<file path="src/rtl/walk1_pinmap_verifier.sv">
module walk1_pinmap_verifier #(
  parameter int NPIN = 6,
  parameter int BSL  = 10,
  parameter int FILL = 8,
  parameter int IRW  = 4,
  parameter logic [IRW-1:0] OP_SAMPLE = IRW'(2),
  parameter logic [IRW-1:0] OP_EXTEST = IRW'(0)
) (
  input  logic clk,
  input  logic rst_n,
  input  logic start,
  input  logic [NPIN-1:0] in_mask,
  input  logic [NPIN-1:0] out_mask,
  input  logic [NPIN*$clog2(BSL+1)-1:0] exp_tab,
  output logic tck,
  output logic tms,
  output logic tdi,
  input  logic tdo,
  output logic [NPIN-1:0] pin_drv,
  output logic [NPIN-1:0] pin_drv_en,
  input  logic [NPIN-1:0] pin_obs,
  output logic busy,
  output logic done,
  output logic fail,
  output logic [1:0] err_code,
  output logic [$clog2(NPIN+1)-1:0] err_pin,
  output logic [$clog2(BSL+1)-1:0] err_obs
);
  localparam int CW  = $clog2(BSL+1);
  localparam int PW  = $clog2(NPIN+1);
  localparam int SW  = BSL + FILL;
  localparam int CNW = $clog2(((SW > IRW) ? SW : IRW) + 8);
  localparam logic [CW-1:0] NONE = '1;

  typedef enum logic [3:0] {
    S_IDLE, S_RST, S_IRH, S_IRS, S_IRT, S_SEL, S_DRH, S_DRS, S_DRT, S_CHK, S_DONE
  } st_t;

  st_t state, nxt;
  logic [CNW-1:0] cnt, last;
  logic [PW-1:0] pidx;
  logic opass, seen, bad, lenbad;
  logic [CW-1:0] bad_idx, cur_exp, low_bad;
  logic [NPIN-1:0] pin_hot, act_sh, out_seen, out_bad;
  logic [IRW-1:0] opc_sh;
  logic stepping, out_miss;

  assign stepping = state inside {S_RST, S_IRH, S_IRS, S_IRT, S_DRH, S_DRS, S_DRT};
  assign busy     = state != S_IDLE && state != S_DONE;
  assign done     = state == S_DONE;
  assign pin_hot  = NPIN'(1) << pidx;
  assign act_sh   = (opass ? out_mask : in_mask) >> pidx;
  assign pin_drv    = (busy && !opass) ? pin_hot : '0;
  assign pin_drv_en = (busy && !opass) ? in_mask : '0;
  assign out_seen = pin_obs & out_mask;
  assign out_bad  = out_seen & ~pin_hot;
  assign out_miss = ~|(out_seen & pin_hot);
  assign opc_sh   = (opass ? OP_EXTEST : OP_SAMPLE) >> cnt;

  always_comb begin
    int pi;
    pi = (int'(pidx) < NPIN) ? int'(pidx) : 0;
    cur_exp = exp_tab[pi*CW +: CW];
    low_bad = NONE;
    for (int i = NPIN-1; i >= 0; i--)
      if (out_bad[i]) low_bad = CW'(i);
  end

  always_comb begin
    last = '0;
    nxt  = state;
    case (state)
      S_RST: begin last = CNW'(5);     nxt = S_IRH; end
      S_IRH: begin last = CNW'(3);     nxt = S_IRS; end
      S_IRS: begin last = CNW'(IRW-1); nxt = S_IRT; end
      S_IRT: begin last = CNW'(1);     nxt = S_SEL; end
      S_DRH: begin last = CNW'(2);     nxt = S_DRS; end
      S_DRS: begin last = CNW'(SW-1);  nxt = S_DRT; end
      S_DRT: begin last = CNW'(1);     nxt = S_CHK; end
      default: ;
    endcase
  end

  always_comb begin
    tms = 1'b0;
    tdi = 1'b0;
    case (state)
      S_RST: tms = cnt < CNW'(5);
      S_IRH: tms = cnt < CNW'(2);
      S_IRS: begin
        tms = cnt == CNW'(IRW-1);
        tdi = opc_sh[0];
      end
      S_IRT, S_DRT, S_DRH: tms = cnt == '0;
      S_DRS: begin
        tms = cnt == CNW'(SW-1);
        tdi = (cnt < CNW'(FILL)) ? 1'b1
              : (opass && (cnt - CNW'(FILL) == CNW'(cur_exp)));
      end
      default: ;
    endcase
  end

  always_ff @(posedge clk or negedge rst_n) begin
    if (!rst_n) begin
      state <= S_IDLE; cnt <= '0; tck <= 1'b0; pidx <= '0; opass <= 1'b0;
      seen <= 1'b0; bad <= 1'b0; lenbad <= 1'b0; bad_idx <= '0;
      fail <= 1'b0; err_code <= '0; err_pin <= '0; err_obs <= '0;
    end else if ((state == S_IDLE || state == S_DONE) && start) begin
      state <= S_RST; cnt <= '0; tck <= 1'b0; pidx <= '0; opass <= 1'b0;
      fail <= 1'b0; err_code <= '0; err_pin <= '0; err_obs <= '0;
    end else if (stepping) begin
      if (!tck) begin
        tck <= 1'b1;
        if (state == S_DRS) begin
          if (cnt < CNW'(BSL)) begin
            if (tdo && !opass) begin
              if (cnt == CNW'(cur_exp)) seen <= 1'b1;
              else if (!bad) begin
                bad <= 1'b1;
                bad_idx <= CW'(cnt);
              end
            end
          end else if (!tdo) lenbad <= 1'b1;
        end
      end else begin
        tck <= 1'b0;
        if (cnt == last) begin
          cnt <= '0;
          state <= nxt;
        end else cnt <= cnt + 1'b1;
      end
    end else if (state == S_SEL) begin
      if (int'(pidx) >= NPIN) begin
        pidx <= '0;
        if (!opass) begin
          opass <= 1'b1;
          state <= S_IRH;
        end else state <= S_DONE;
      end else if (act_sh[0]) begin
        seen <= 1'b0; bad <= 1'b0; lenbad <= 1'b0; bad_idx <= '0;
        state <= S_DRH;
      end else pidx <= pidx + 1'b1;
    end else if (state == S_CHK) begin
      if (lenbad) begin
        fail <= 1'b1; err_code <= 2'd3; err_pin <= pidx; err_obs <= NONE; state <= S_DONE;
      end else if (!opass && (bad || !seen)) begin
        fail <= 1'b1; err_code <= 2'd1; err_pin <= pidx;
        err_obs <= bad ? bad_idx : NONE; state <= S_DONE;
      end else if (opass && ((|out_bad) || out_miss)) begin
        fail <= 1'b1; err_code <= 2'd2; err_pin <= pidx; err_obs <= low_bad; state <= S_DONE;
      end else begin
        pidx <= pidx + 1'b1;
        state <= S_SEL;
      end
    end
  end

  a_r1_tck_low_when_idle: assert property (@(posedge clk) disable iff (!rst_n)
    !busy |-> !tck);
  a_r3_single_drive: assert property (@(posedge clk) disable iff (!rst_n)
    $onehot0(pin_drv));
  a_r3_drive_held_in_scan: assert property (@(posedge clk) disable iff (!rst_n)
    (state == S_DRS) |-> $stable(pin_drv));
  a_r10_change_only_low: assert property (@(posedge clk) disable iff (!rst_n)
    tck |-> ($stable(tms) && $stable(tdi)));
  a_r7_fail_is_final: assert property (@(posedge clk) disable iff (!rst_n)
    fail |-> done);
  a_r7_results_hold: assert property (@(posedge clk) disable iff (!rst_n)
    (done && !start) |=> ($stable(err_code) && $stable(err_pin) && $stable(err_obs) && $stable(fail)));
  a_r4_fail_has_code: assert property (@(posedge clk) disable iff (!rst_n)
    (done && fail) |-> (err_code != 2'd0));
  a_r8_pass_no_code: assert property (@(posedge clk) disable iff (!rst_n)
    (done && !fail) |-> (err_code == 2'd0));
endmodule

</file>
<file path="config.mk">
export PLATFORM = sky130hd
export DESIGN_NAME = walk1_pinmap_verifier
export DESIGN_NICKNAME = d
export VERILOG_FILES = /design/src/rtl/walk1_pinmap_verifier.sv
export SDC_FILE = /design/constraint.sdc
export NUM_CORES = 1
export LEC_CHECK = 0
export BUFFER_PORTS_ARGS = -buffer_cell sky130_fd_sc_hd__buf_4
export CAP_MARGIN = 30
export CORE_ASPECT_RATIO = 0.5
export CORE_MARGIN = 4
export CORE_UTILIZATION = 50
export DETAILED_ROUTE_END_ITERATION = 8
export PLACE_DENSITY = 0.73
export SKIP_LAST_GASP = 1
export SYNTH_ARGS = -nofsm -noshare
export SYNTH_HDL_FRONTEND = slang
export SYNTH_SLANG_ARGS = --single-unit
</file>
<file path="constraint.sdc">
create_clock -name clk -period 3 [get_ports clk]
set_clock_uncertainty 0.05 [all_clocks]
set_input_delay 0 -clock clk [delete_from_list [all_inputs] [get_ports clk]]
set_output_delay 0 -clock clk [all_outputs]
set_load 0.05 [all_outputs]
</file>
==> key figures, run 1 <==
Status
  – Status: completed

Clock tree
  – Max clock buf depth: 2
  – Reg clk slew, reported paths: 0.05 ns
  – Clock sink count: 31
  – CTS root buffer: clkbuf_16
  – CTS tree: built
  – Setup Fix Bufs, Post-CTS: 0
  – CTS H-tree lvls: 2
  – Clock Latency Late Sink: roughly 0.28 ns
  – CTS Buf Count: 5

Cells and area
  – Antenna Cells: 0
  – Final net count: 485
  – Commonest non-fill, non-tap cell in the layout: buf_4
  – P&R area growth vs syn: 27.7%
  – Most frequent cells in the layout: buf_4, nand2_1, dfrtp_1
  – Utilization after layout: 0.675
  – Share of cells above drive strength 1: 0.263
  – Fill count: around 490

STA
  – Slew HR: 0.527
  – Max Freq: 358 MHz
  – Tcrit/Tclk final: 0.932
  – Fin Setup TNS: 0 ns
  – Final Setup Violations: 0
  – Unrepaired setup endpoints after global routing: no
  – PnR worst setup slack: ~0.20 ns
  – Max Slew Vio Count: 0
  – Post-layout minimum cycle time: 2.80 ns
  – Slew @ Worst Pin: 0.709 ns
  – Hold WS: 0.0914 ns
  – Final Hold Vio Count: 0

Synthesis
  – Avg Inst Size Synth: 8.27 sq um
  – Area contributors post-synth: dfrtp_1, mux2i_1, nand2_1
  – Sequential fraction of the synthesis area: 0.263
  – Synthesis Warnings: 0
  – Netlist cell types: 71
  – Area leader, netlist: dfrtp_1
  – Async S/R FF share, synth: 1.00
  – Synthesis-stage register bit count: 31
  – Syn Std Cell Area: just under 0.003 sq mm
  – Post-synth top area share: 0.263
  – Post-Syn Nets: between 400 and 500
  – Post-synth EDFFs: 0
  – Main synth FF type: dfrtp_1
  – Post-Syn Instances: 357

Global routing
  – Initial antenna violation count: 0
  – GR Layer Usage met2: 0.394
  – Pin count of the biggest net entering global routing: 32
  – First-pass GRT wire length: around 15000 um
  – Overall Global Routing Usage: 0.254
  – Vias in the first global route: 2978
  – Grt total ovfl: 0
  – GRT busiest layer: met2
  – M3 GR Usage: 0.0369
  – Met1 GRT Util: 0.367

Power
  – Maximum vdd drop: 874 uV
  – Total power after layout: 4.11 mW
  – Switching power: 2.12 mW
  – Internal power: 1.99 mW
  – Sw Ratio: 0.516
  – Seq pwr share: 0.200
  – Clock Power Share: 0.146
  – Comb power frac: 0.653
  – LEAKAGE: 1.67 nW
  – P per Cell Area: roughly 1100 mW/mm^2

Die
  – Die width: 117 um
  – Die Area: ~0.0073 sq mm
  – Initial Utilization: 0.529
  – I/O pin total: 73
  – Die span in y: 62.3 um
  – Core footprint: 0.00559 sq mm
  – Rows: 19

Placement
  – I/O Buffers: approximately 70
  – DP HPWL: 6940 um
  – Final RePlAce weighted congestion: 0.975
  – Placement Setup Slack: 0.255 ns

Route
  – Routed wire length: 8970 um
  – Vias: 3024
  – DR iter-0 viols: 208
  – DRC viols: 0
  – Vias/cell: between 6 and 7
  – Post-route ant nets: 0
  – Avg WL per Cell: 17.8 um
  – First-pass iteration count of the detailed router: 5

Setup path
  – Critical Path AT: 2.95 ns
  – Slack of the worst reg-to-reg path: 0.20 ns
  – Worst setup SP type: flip-flop
  – CP Data Required Time: between 3 and 4 ns
  – Crit path max fanout: 8
  – Crit end category: flip-flop
  – Critical path class: flip-flop to flip-flop

Min path
  – Hold WC Path Type: primary input to flip-flop

Flow run
  – Max-cap violations: 0
## power by group through the flow
stage	logic (mW)	registers, mW	clock network [mW]
after floorplan	1.95	0.788	0
after global placement	2.60	0.814	0
after detailed placement	2.63	0.828	0
after CTS	2.65	0.819	0.606
after global routing	2.92	0.858	0.624
final	2.69	0.824	0.602
## registers in the layout, indices dropped and copies added, names as in the netlist, 2 cells and up
signal    flops
err_pin       3
pidx          3
bad_idx       4
cnt           5
err_code      2
state         4
err_obs       4
## Yosys cell counts (5+ instances only)
library cell and n:
a21oi_1 15, a31oi_1 10, and2_1 12, and3_1 5, clkbuf_1 9, dfrtp_1 31
ha_1 10, inv_1 20, mux2i_1 20, mux4_2 5, nand2_1 39, nand2b_1 12
nand3_1 16, nand4_1 5, nor2_1 25, nor2b_1 6, o211ai_1 6, o21ai_0 16
o22ai_1 7
## worst max-delay path: stages, from the launching register on
cell      delay (ns)
dfrtp_1         0.49
inv_1           0.20
ha_1            0.34
nand2b_1        0.11
a21bo_1         0.24
or3b_4          0.40
o41ai_4         0.21
buf_4           0.24
a22o_2          0.23
mux2i_1         0.20
## per-layer routing
metal | part of all wire | up-vias
met5 | 0 | -
met4 | 0.013 | 0
met3 | 0.083 | 14
met2 | 0.45 | 131
met1 | 0.45 | 1433
li1 | - | 1446
## logic make-up after synthesis
group | count (synthesis) | synth area share
AND/OR/NAND/NOR | 146 | 0.260
multiplexers | 32 | 0.133
XOR/XNOR | 4 | 0.0119
buffers and inverters | 43 | 0.0627
AO/OA/AOI/OAI | 91 | 0.228
flip-flops | 31 | 0.263
adder cells (fa/ha/maj) | 10 | 0.0424
## final timing paths
kind,startpoint,to,cells after the start
max in group asynchronous,rst_n,err_pin[1],2
worst min-delay path,start,opass,4
min in group asynchronous,rst_n,state[1],2
worst min register to register,fail,fail,1
worst max register to register,pidx[0],pidx[1],9
worst max-delay path,pidx[0],pidx[1],9
## stage by stage
step / std cells / instance area [sq um]
CTS: 503 / 3760
global placement: 493 / 3570
finish: 503 / 3770
global route: 503 / 3770
floorplan: 357 / 2950
detailed placement: 493 / 3570
## final cells by class
cell class / instances / area, sq um / share of cell area
Sequential cell: 31 / 776 / 0.206
Inverter: 23 / 86.3 / 0.0229
Clock buffer: 6 / 139 / 0.0368
Tap cell: 73 / 91.3 / 0.0242
Multi-Input combinational cell: 283 / 2000 / 0.531
Clock inverter: 2 / 35.0 / 0.00929
Timing Repair Buffer: 85 / 643 / 0.171
## repair_timing
item / in CTS / in global routing
hold buffers: 2 / 0
setup endpoints to repair: 0 / 1
gates resized for setup: 0 / 1
endpoints found under the hold margin: 32 / 0
Power figures use the tool's default switching activity.
==> inputs of run 2 (changes only) <==
CAP_MARGIN = default   (was 30)
CORE_UTILIZATION = 55   (was 50)
PLACE_DENSITY = 0.79   (was 0.73)
==> run 2 against run 1 <==
Compared with the run above: power decreased by 4.3%; die area decreased by 8.2%; critical path depth decreased by 1; via count increased by 2.4%; hold slack got worse by 0.010 ns; fmax increased by 1.1%; non-clock buffer count decreased by 1; combinational power about the same; sequential cell count unchanged; first-iteration DRC count increased by 31%; clock power decreased by 27%.
==> key figures, run 2 (synthesis gave the netlist of run 1 again) <==
Status
  – Status: completed

Clock tree
  – CTS tree: built
  – Clock sink count: 31 (unchanged)
  – Max clock buf depth: 2 (unchanged)
  – Setup Fix Bufs, Post-CTS: 0 (unchanged)
  – CTS H-tree lvls: 2 (unchanged)
  – Reg clk slew, reported paths: 0.07 ns (+0.02 ns)
  – Clock Latency Late Sink: 0.29 ns (about the same)
  – CTS Buf Count: 5 (unchanged)
  – CTS root buffer: clkbuf_8

Cells and area
  – Antenna Cells: 0 (unchanged)
  – Commonest non-fill, non-tap cell in the layout: buf_4
  – Fill count: 412 (-16%)
  – Area of the multi-input gates: 0.00200 sq mm (unchanged)
  – Share of cells above drive strength 1: 0.263 (+0.000613)
  – Seq. cell area: 777 sq um (+0.16%)
  – Max reg flops: 5 (unchanged)
  – P&R area growth vs syn: 25.5%
  – Final net count: 484 (-0.21%)
  – Reg with most FFs: cnt
  – Most frequent cells in the layout: buf_4, nand2_1, dfrtp_1
  – Non-Filler Instances: 499 (-0.80%)

STA
  – Final Hold Vio Count: 0 (unchanged)
  – Post-layout minimum cycle time: 2.77 ns (-0.0296 ns)
  – Fin Setup TNS: 0 ns (unchanged)
  – Unrepaired setup endpoints after global routing: no
  – Hold WS: 0.0810 ns (-0.0104 ns)
  – Max Slew Vio Count: 0 (unchanged)
  – Slew @ Worst Pin: 0.628 ns (-0.0819 ns)
  – Slew HR: 0.578 (+0.0514)
  – Final Setup Violations: 0 (unchanged)
  – Tcrit/Tclk final: 0.922 (-0.00986)
  – Max Freq: 362 MHz (+1.1%)

Min path
  – Hold WC Path Type: primary input to flip-flop

Flow run
  – Max-cap violations: 0 (unchanged)

Global routing
  – Overall Global Routing Usage: 0.274 (+0.0201)
  – M3 GR Usage: 0.0485 (+0.0117)
  – GRT busiest layer: met2
  – Pin count of the biggest net entering global routing: 32 (unchanged)
  – Initial antenna violation count: 0 (unchanged)
  – Grt total ovfl: 0 (unchanged)
  – First-pass GRT wire length: 14600 um (-1.7%)
  – GR Layer Usage met2: 0.443 (+0.0485)
  – Met1 GRT Util: 0.382 (+0.0154)
  – Vias in the first global route: 2928 (-1.7%)

Setup path
  – Crit path max fanout: 10 (+2)
  – Worst path max stage delay: 0.53 ns (+0.04 ns)
  – Crit-path leading delay family: simple AND/OR/NAND/NOR gates
  – Crit end category: primary output
  – Critical Path AT: 2.72 ns (-0.23 ns)
  – Critical path class: flip-flop to primary output
  – Worst-path cell with the longest stage delay: mux4_2
  – Worst Path Buf+Inv: 2 (unchanged)
  – Critical Path, Cell by Cell: buf_4, mux4_2, nand2_1, a21oi_1, nor4_4, nand4_1, a31oi_1, buf_4
  – Worst setup SP type: flip-flop
  – Most frequent CP cell: buf_4
  – CP Data Required Time: 2.95 ns (-0.20 ns)

Route
  – Post-route ant nets: 0 (unchanged)
  – Vias/cell: 6.21 (+3.3%)
  – Avg WL per Cell: 18.1 um (+1.6%)
  – Routed wire length: 9040 um (+0.84%)
  – DRC viols: 0 (unchanged)
  – First-pass iteration count of the detailed router: 5 (unchanged)
  – Vias: 3098 (+2.4%)
  – DR iter-0 viols: 273 (+31%)

Placement
  – Inst Count DP: 489 (-0.81%)
  – Final RePlAce weighted congestion: 0.927 (-5.0%)
  – I/O Buffers: 72 (unchanged)
  – DP HPWL: 6960 um (+0.19%)

Power
  – LEAKAGE: 1.64 nW (-1.9%)
  – Sw Ratio: 0.535 (+0.0191)
  – Internal power: 1.83 mW (-8.0%)
  – Clock Power Share: 0.111 (-0.035)
  – Seq pwr share: 0.208 (+0.008)
  – Maximum vdd drop: 894 uV (+2.3%)
  – Switching power: 2.11 mW (-0.71%)
  – Comb power frac: 0.681 (+0.028)
  – Total power after layout: 3.94 mW (-4.3%)
  – P per Cell Area: 1060 mW/mm^2 (-2.5%)

Die
  – Initial Utilization: 0.585 (+0.0568)
  – Die span in y: 59.8 um (-4.1%)
  – Core footprint: 0.00504 sq mm (-9.7%)
  – I/O pin total: 73 (unchanged)
  – Die width: 112 um (-4.3%)
  – Rows: 18 (-1)
  – Die Area: 0.00668 sq mm (-8.2%)
==> run 2: cell types whose count changed in the layout (fill, tap and decap cells not counted) <==
cell,previous run,this run
buf_4,83,82
clkbuf_16,5,0
dfrtp_1,31,30
clkbuf_8,1,6
dfrtp_2,0,1
==> run 2: layer usage <==
metal	routed length [um]	up-vias	part of all wire
li1	-	1452	-
met1	3990	1456	0.44
met4	155	0	0.017
met2	4050	173	0.45
met5	0	-	0
met3	847	17	0.094
==> run 2: final timing paths <==
check,start,endpoint,slack [ns],cells after the start
worst max-delay path,pidx[0],tdi,0.23,8
worst min-delay path,start,opass,0.08,4
worst max register to register,pidx[1],pidx[2],0.25,9
worst min register to register,fail,fail,0.44,1
max in group asynchronous,rst_n,pidx[0],2.45,2
min in group asynchronous,rst_n,tck,0.13,2
==> run 2: cell type report <==
type                       instances  share of cell area
clock buffer                       6              0.0223
clock inverter                     2             0.00946
inverter                          23              0.0233
multi-input combinational        283               0.540
sequential                        31               0.210
tap                               70              0.0236
timing repair buffer              84               0.172
==> run 2: worst register-to-register path, stage by stage, from the launching register on <==
cell and delay, ns:
dfrtp_1 0.44, buf_4 0.24, ha_1 0.31, nand2b_1 0.14
a21bo_1 0.23, or3b_4 0.40, o41ai_4 0.20, buf_4 0.23
a22o_2 0.23, mux2i_1 0.20
==> run 2: stage by stage <==
| step | util | cell area (sq um) | setup slack [ns] |
|---|---|---|---|
| 2_1_floorplan | - | 2950 | 0.226 |
| 3_3_place_gp | 0.705 | 3560 | 0.361 |
| 5_1_grt | 0.734 | 3700 | 0.0567 |
| 6_report | 0.734 | 3700 | 0.234 |
| 4_1_cts | 0.732 | 3690 | 0.0678 |
| 3_5_place_dp | 0.705 | 3560 | 0.297 |
==> run 2: timing repair <==
action / 4_1_cts / 5_1_grt
resized for setup: 0 / 2
hold endpoints to repair: 32 / 0
hold buffers: 2 / 0
setup endpoints to repair: 0 / 1
==> run 2: power by group through the flow <==
stage                     clock network [mW]  logic [mW]  registers, mW
final                                  0.439        2.68          0.819
after CTS                              0.443        2.63          0.812
after global placement                     0        2.56          0.807
after detailed placement                   0        2.61          0.819
after global routing                   0.458        2.88          0.849
after floorplan                            0        1.95          0.788
